--- config.mk ---
export PLATFORM = sky130hd
export DESIGN_NAME = branch_target_buffer
export DESIGN_NICKNAME = d
export VERILOG_FILES = /design/src/rtl/btb_pkg.sv /design/src/rtl/btb_datapath.sv /design/src/rtl/btb_ctrl.sv /design/src/rtl/branch_target_buffer.sv
export SDC_FILE = /design/constraint.sdc
export NUM_CORES = 2
export LEC_CHECK = 0
export BUFFER_PORTS_ARGS = -buffer_cell sky130_fd_sc_hd__buf_4
export CORE_MARGIN = 2
export CORE_UTILIZATION = 38
export CTS_CLUSTER_SIZE = 12
export DETAILED_ROUTE_END_ITERATION = 12
export GPL_TIMING_DRIVEN = 1
export PLACE_DENSITY = 0.54
export SETUP_SLACK_MARGIN = 0.2
export SLEW_MARGIN = 10
export SYNTH_ARGS = -nofsm -noshare
export SYNTH_HDL_FRONTEND = slang
export SYNTH_SLANG_ARGS = --single-unit
--- constraint.sdc ---
create_clock -name clk -period 8.9 [get_ports clk]
set_input_delay 0.445 -clock clk [delete_from_list [all_inputs] [get_ports clk]]
set_output_delay 0.445 -clock clk [all_outputs]
set_load 0.01 [all_outputs]
--- src/rtl/btb_pkg.sv ---
package btb_pkg;

  typedef enum logic [1:0] {
    ST_NT_NT = 2'b00,
    ST_NT_T  = 2'b01,
    ST_T_NT  = 2'b10,
    ST_T_T   = 2'b11
  } predState_t;

  typedef struct packed {
    logic       wrEn;
    logic       wrTag;
    logic       wrTarget;
    predState_t newState;
  } btbStrobe_t;

endpackage

--- src/rtl/btb_datapath.sv ---
module btb_datapath
  import btb_pkg::*;
#(
  parameter int PC_W  = 32,
  parameter int DEPTH = 16,
  localparam int IDX_W = $clog2(DEPTH)
) (
  input  logic             clk,
  input  logic             rst,
  input  logic [IDX_W-1:0] lkIdx,
  input  logic [IDX_W-1:0] rsIdx,
  input  logic [PC_W-1:0]  rsPc,
  input  logic [PC_W-1:0]  rsTarget,
  input  btbStrobe_t       strobe,
  output logic             lkValid,
  output logic [PC_W-1:0]  lkTag,
  output logic [PC_W-1:0]  lkTgt,
  output predState_t       lkState,
  output logic             rsEntValid,
  output logic [PC_W-1:0]  rsTag,
  output logic [PC_W-1:0]  rsTgt,
  output predState_t       rsState
);

  logic [DEPTH-1:0] validQ;
  logic [PC_W-1:0]  tagQ    [DEPTH];
  logic [PC_W-1:0]  targetQ [DEPTH];
  predState_t       stateQ  [DEPTH];

  always_ff @(posedge clk) begin
    if (rst) begin
      validQ <= '0;
    end else if (strobe.wrTag) begin
      validQ[rsIdx] <= 1'b1;
    end
  end

  always_ff @(posedge clk) begin
    if (strobe.wrTag)    tagQ[rsIdx]    <= rsPc;
    if (strobe.wrTarget) targetQ[rsIdx] <= rsTarget;
    if (strobe.wrEn)     stateQ[rsIdx]  <= strobe.newState;
  end

  assign lkValid    = validQ[lkIdx];
  assign lkTag      = tagQ[lkIdx];
  assign lkTgt      = targetQ[lkIdx];
  assign lkState    = stateQ[lkIdx];
  assign rsEntValid = validQ[rsIdx];
  assign rsTag      = tagQ[rsIdx];
  assign rsTgt      = targetQ[rsIdx];
  assign rsState    = stateQ[rsIdx];

  // an allocation leaves a valid record holding the resolved PC
  a_r5_alloc_record: assert property (@(posedge clk) disable iff (rst)
    strobe.wrTag |=> validQ[$past(rsIdx)] && (tagQ[$past(rsIdx)] == $past(rsPc)));

  // a write without a target strobe keeps the old target
  a_r6_target_hold: assert property (@(posedge clk) disable iff (rst)
    (strobe.wrEn && !strobe.wrTarget) |=> (targetQ[$past(rsIdx)] == $past(rsTgt)));

  // the stored state follows the strobe on the next edge
  a_r4_state_written: assert property (@(posedge clk) disable iff (rst)
    strobe.wrEn |=> (stateQ[$past(rsIdx)] == $past(strobe.newState)));

endmodule

--- src/rtl/btb_ctrl.sv ---
module btb_ctrl
  import btb_pkg::*;
#(
  parameter int PC_W  = 32,
  parameter int DEPTH = 16,
  localparam int IDX_W = $clog2(DEPTH)
) (
  input  logic             clk,
  input  logic             rst,
  input  logic [PC_W-1:0]  lkPc,
  input  logic             rsValid,
  input  logic [PC_W-1:0]  rsPc,
  input  logic             rsTaken,
  input  logic [PC_W-1:0]  rsTarget,
  input  logic             lkValid,
  input  logic [PC_W-1:0]  lkTag,
  input  logic [PC_W-1:0]  lkTgt,
  input  predState_t       lkState,
  input  logic             rsEntValid,
  input  logic [PC_W-1:0]  rsTag,
  input  logic [PC_W-1:0]  rsTgt,
  input  predState_t       rsState,
  output logic [IDX_W-1:0] lkIdx,
  output logic [IDX_W-1:0] rsIdx,
  output btbStrobe_t       strobe,
  output logic             lkHit,
  output logic             lkTaken,
  output logic [PC_W-1:0]  lkTarget,
  output logic             lkRedirect,
  output logic [PC_W-1:0]  lkNextPc,
  output logic             rsMispredict
);

  logic       rsHit;
  logic       predDir;
  logic       lastDir;
  logic       flipDir;
  predState_t hitNext;

  assign lkIdx = lkPc[IDX_W+1:2];
  assign rsIdx = rsPc[IDX_W+1:2];

  // lookup side
  assign lkHit      = lkValid && (lkTag == lkPc);
  assign lkTaken    = lkHit && lkState[1];
  assign lkTarget   = lkHit ? lkTgt : '0;
  assign lkRedirect = lkTaken;
  assign lkNextPc   = lkRedirect ? lkTarget : lkPc + PC_W'(4);

  // resolve side
  assign rsHit   = rsEntValid && (rsTag == rsPc);
  assign predDir = rsState[1];
  assign lastDir = rsState[0];
  // flip only if this guess is wrong and the previous outcome was wrong too
  assign flipDir = (rsTaken != predDir) && (lastDir == rsTaken);
  assign hitNext = predState_t'({flipDir ? rsTaken : predDir, rsTaken});

  always_comb begin
    strobe.wrEn     = rsValid;
    strobe.wrTag    = rsValid && !rsHit;
    strobe.wrTarget = rsValid && (!rsHit || rsTaken);
    strobe.newState = rsHit ? hitNext : predState_t'({rsTaken, rsTaken});
  end

  always_comb begin
    if (!rsValid)    rsMispredict = 1'b0;
    else if (!rsHit) rsMispredict = rsTaken;
    else             rsMispredict = (predDir != rsTaken) || (rsTaken && (rsTgt != rsTarget));
  end

  // a settled state (prediction equals last outcome) never flips on one resolve
  a_r3_no_single_flip: assert property (@(posedge clk) disable iff (rst)
    (rsValid && rsHit && (rsState[1] == rsState[0])) |-> (strobe.newState[1] == rsState[1]));

  // the lower state bit records the resolved outcome
  a_r4_last_outcome: assert property (@(posedge clk) disable iff (rst)
    strobe.wrEn |-> (strobe.newState[0] == rsTaken));

  // a redirect always points fetch at the stored target
  a_r7_redirect_target: assert property (@(posedge clk) disable iff (rst)
    lkRedirect |-> (lkHit && (lkNextPc == lkTgt)));

  // a correct guess on a hit target match never reports a mispredict
  a_r8_clean_resolve: assert property (@(posedge clk) disable iff (rst)
    (rsValid && rsHit && (rsState[1] == rsTaken) && (!rsTaken || rsTgt == rsTarget)) |-> !rsMispredict);

endmodule

--- src/rtl/branch_target_buffer.sv ---
module branch_target_buffer
  import btb_pkg::*;
#(
  parameter int PC_W  = 32,
  parameter int DEPTH = 16
) (
  input  logic            clk,
  input  logic            rst,
  input  logic [PC_W-1:0] lkPc,
  output logic            lkHit,
  output logic            lkTaken,
  output logic [PC_W-1:0] lkTarget,
  output logic            lkRedirect,
  output logic [PC_W-1:0] lkNextPc,
  input  logic            rsValid,
  input  logic [PC_W-1:0] rsPc,
  input  logic            rsTaken,
  input  logic [PC_W-1:0] rsTarget,
  output logic            rsMispredict
);

  localparam int IDX_W = $clog2(DEPTH);

  logic [IDX_W-1:0] lkIdx;
  logic [IDX_W-1:0] rsIdx;
  btbStrobe_t       strobe;
  logic             lkValid;
  logic [PC_W-1:0]  lkTag;
  logic [PC_W-1:0]  lkTgt;
  predState_t       lkState;
  logic             rsEntValid;
  logic [PC_W-1:0]  rsTag;
  logic [PC_W-1:0]  rsTgt;
  predState_t       rsState;

  btb_ctrl #(.PC_W(PC_W), .DEPTH(DEPTH)) u_ctrl (
    .clk(clk), .rst(rst),
    .lkPc(lkPc), .rsValid(rsValid), .rsPc(rsPc), .rsTaken(rsTaken), .rsTarget(rsTarget),
    .lkValid(lkValid), .lkTag(lkTag), .lkTgt(lkTgt), .lkState(lkState),
    .rsEntValid(rsEntValid), .rsTag(rsTag), .rsTgt(rsTgt), .rsState(rsState),
    .lkIdx(lkIdx), .rsIdx(rsIdx), .strobe(strobe),
    .lkHit(lkHit), .lkTaken(lkTaken), .lkTarget(lkTarget),
    .lkRedirect(lkRedirect), .lkNextPc(lkNextPc), .rsMispredict(rsMispredict)
  );

  btb_datapath #(.PC_W(PC_W), .DEPTH(DEPTH)) u_dp (
    .clk(clk), .rst(rst),
    .lkIdx(lkIdx), .rsIdx(rsIdx), .rsPc(rsPc), .rsTarget(rsTarget), .strobe(strobe),
    .lkValid(lkValid), .lkTag(lkTag), .lkTgt(lkTgt), .lkState(lkState),
    .rsEntValid(rsEntValid), .rsTag(rsTag), .rsTgt(rsTgt), .rsState(rsState)
  );

  // without a redirect fetch falls through to the next word
  a_r7_fallthrough: assert property (@(posedge clk) disable iff (rst)
    !lkRedirect |-> (lkNextPc == lkPc + PC_W'(4)));

endmodule

==> metrics.yaml <==
pwr:
  powerDensity_nw_per_um2: 194.1
  peakVddDrop_mv: 0.1478
  p_leak_nw: 18.81
  p_total_w: 0.01136
timing:
  setup_viol: 0
  slew_violations: 0
  max_freq_mhz: 160.0
  rsz0062_at_grt: "false"
  fin_crit_ns: 6.250
  fin_worst_skew_ns: 0.02095
  timing.final.crit_share_pct: 70.23
  tns_ns: 0
  finalHoldViolCount: 0
  tightest_slew_ns: 1.353
  whs_ns: 0.04891
  max_slew_margin_pct: 9.167
die:
  rows: 135
  fp.dieW_um: 373.7
  core_area_um2: 135600
  initial_utilization_pct: 38.30
  ios: 168
  die_h_um: 373.7
  dieArea_um2: 139700
grt:
  antenna_found_initial: 18
  grt_pass1_vias: 30800
  grt_max_degree: 90
  overflow: 0
  grt.total_usage_pct: 23.91
  grt_pass1_wl_um: 236600
synthesis:
  synthArstFlopShare_pct: 0
  syn_nets: 2834
  synth_edf_count: 1056
  synth-seq-cells: 1072
  synth_cells: 2733
  yosys_warnings: 0
  syn_area_per_cell_um2: 19.01
  ys_seq_area_share_pct: 61.66
  synth_area_um2: 51950
  ys.flop_type: "edfxtp_1"
  synth.distinct_cells: 76
critical_path:
  reg2reg_setup_slack_ns: 3.64
  cpMaxStageDelayCell: "buf_4"
  crit_arrival_ns: 5.81
  end_kind: "output port"
  critical_path_class: "input port to output port"
  crit_top_cell: "buf_4"
  crit_required_ns: 8.46
  worst-path-stages: 13
  cpPeakStageDelay_ns: 0.78
  cp_top_family: "buffers and inverters"
  reg2reg_depth: 9
  path_buf_inv: 5
  path_max_fanout: 45
  cp-start-kind: "input port"
  path_cells: "buf_4 -> inv_4 -> buf_4 -> nor2_1 -> buf_4 -> a221oi_1 -> xnor2_1 -> nor4_1 -> nand4_1 -> nor4_1 -> a311o_1 -> a21boi_1 -> buf_4"
detailed_routing:
  drc_errors: 0
  drt_iter0_drc: 3742
  vias_per_cell: 6.242
  ant_nets: 0
  wl_per_cell_um: 35.32
  finalWirelength_um: 168400
  via_count: 29760
  firstDrtPassIters: 6
clock_network:
  clockBufferDepth: 3
  cts_tree: "done"
  path_clk_slew_ns: 0.06
  numCtsBuffers: 113
  post_cts_buffers: 0
  cts_hold_buf: 6
  cts_sinks: 1072
  clock_latency_ns: 0.73
  h-tree-depth: 3
  cts_root_buf: "clkbuf_16"
  postCtsResizedCells: 0
placed_design:
  io_buffers: 167
  dp_hpwl_um: 107800
  gp_congestion: 0.9044
cells_and_area:
  area_growth_pct: 12.63
  fin_nets: 2998
  drive_above_1_share_pct: 33.49
  fillerInstances: 11790
status:
  status: "complete, no violations"
flow_run:
  drv_cap: 0
worst_hold_path:
  min_path_cells: 1
  hold_class: "input port to flip-flop"
cell type report:
| class | count | area, µm² | share of cell area, % |
|---|---|---|---|
| clock buffers | 141 | 2933 | 5.013 |
| repair buffers | 245 | 1967 | 3.362 |
| inverters | 31 | 118.9 | 0.2032 |
| flip-flops and latches | 1072 | 32030 | 54.75 |
| multi-input cells | 1434 | 18770 | 32.07 |
| clock inverters | 57 | 447.9 | 0.7656 |
| diodes | 6 | 15.01 | 0.02566 |
| well taps | 1781 | 2228 | 3.809 |
cells in the mapped netlist, drive strengths merged (34+ instances only):
master     n  area share, %
nor3      34           0.33
a21oi     50           0.48
mux2i    169            3.3
mux2      44            1.1
xnor2     89            1.5
buf      139            1.8
edfxtp  1056             61
nor2      79           0.59
nor2b     41           0.49
nand2     45           0.33
clkbuf    57           0.41
mux4     525             23
xor2      43           0.73
nand3     38           0.37
cell usage in the layout (no fill, tap or decap), types with 7 or more instances in the layout:
cell and instances:
buf_4 227, o211ai_1 8, xor2_1 43, o21ai_0 32, nor4_1 13, mux2_2 14, xnor2_1 89, nor3_1 18
nand3_1 38, edfxtp_1 1056, nor2_1 77, nor3b_1 7, and2_1 7, and3_1 10, o22ai_1 7, nand2_1 45
clkinv_1 28, and2_2 16, mux2i_1 169, a21oi_1 50, mux2_4 27, dfxtp_1 16, clkinv_2 14, a211oi_1 16
clkbuf_16 113, a22oi_1 30, mux4_2 525, inv_1 28, nand4_1 17, nor2b_1 38, a22o_1 14, a221oi_1 15
nor3_2 16, clkbuf_1 28, a31oi_1 10
logic make-up (layout without fill, tap and decap cells):
group / count (synthesis) / in the layout / share of synthesized area (%)
muxes: 738 / 738 / 27.17
and+or+nand+nor: 331 / 331 / 3.358
buffers and inverters: 227 / 474 / 2.454
xor gates and xnor gates: 132 / 132 / 2.226
other: 0 / 6 / 0
adders and majority gates: 1 / 1 / 0.02408
AOI/OAI and AO/OA: 232 / 232 / 3.110
DFF: 1072 / 1072 / 61.66
per-stage QoR:
step           utilization [%]  worst slack [ns]  instance area, µm²  std cells
3_3_place_gp             40.59             2.604               55050       4557
3_5_place_dp             40.59             2.466               55050       4557
4_1_cts                  43.12             2.648               58490       4761
2_1_floorplan                -             3.518               51950       2733
6_report                 43.13             2.650               58510       4767
5_1_grt                  43.12             2.405               58490       4761
layer usage:
metal	share of wire, %	up-vias	track usage, %
met2	48	1449	38.43
met5	0.027	-	0
met4	2.9	10	6.669
met1	41	16120	33.01
met3	8.9	249	5.031
li1	-	11930	-
sequential cells by signal, summed over array words and instances (netlist names):
name / cells
u_dp.tagQ: 512
u_dp.targetQ: 512
u_dp.stateQ: 32
u_dp.validQ: 16
report_power, final:
group	internal (W)	leakage (nW)	switching (W)	total, W
Sequential	0.00565	9.68	0.0000425	0.00569
Combinational	0.000485	7.49	0.000716	0.00120
Clock	0.00249	1.65	0.00197	0.00446
path summary, 6_finish.rpt:
| path | from | end |
|---|---|---|
| max reg2reg | u_dp.tagQ[8][20]$_DFFE_PP_ | u_dp.targetQ[11][26]$_DFFE_PP_ |
| min reg2reg | u_dp.validQ[9]$_SDFFE_PP0N_ | u_dp.validQ[9]$_SDFFE_PP0N_ |
| max | rsPc[4] | rsMispredict |
| min | rsPc[20] | u_dp.tagQ[6][20]$_DFFE_PP_ |
Note: power is estimated with default switching activity, not from simulation.
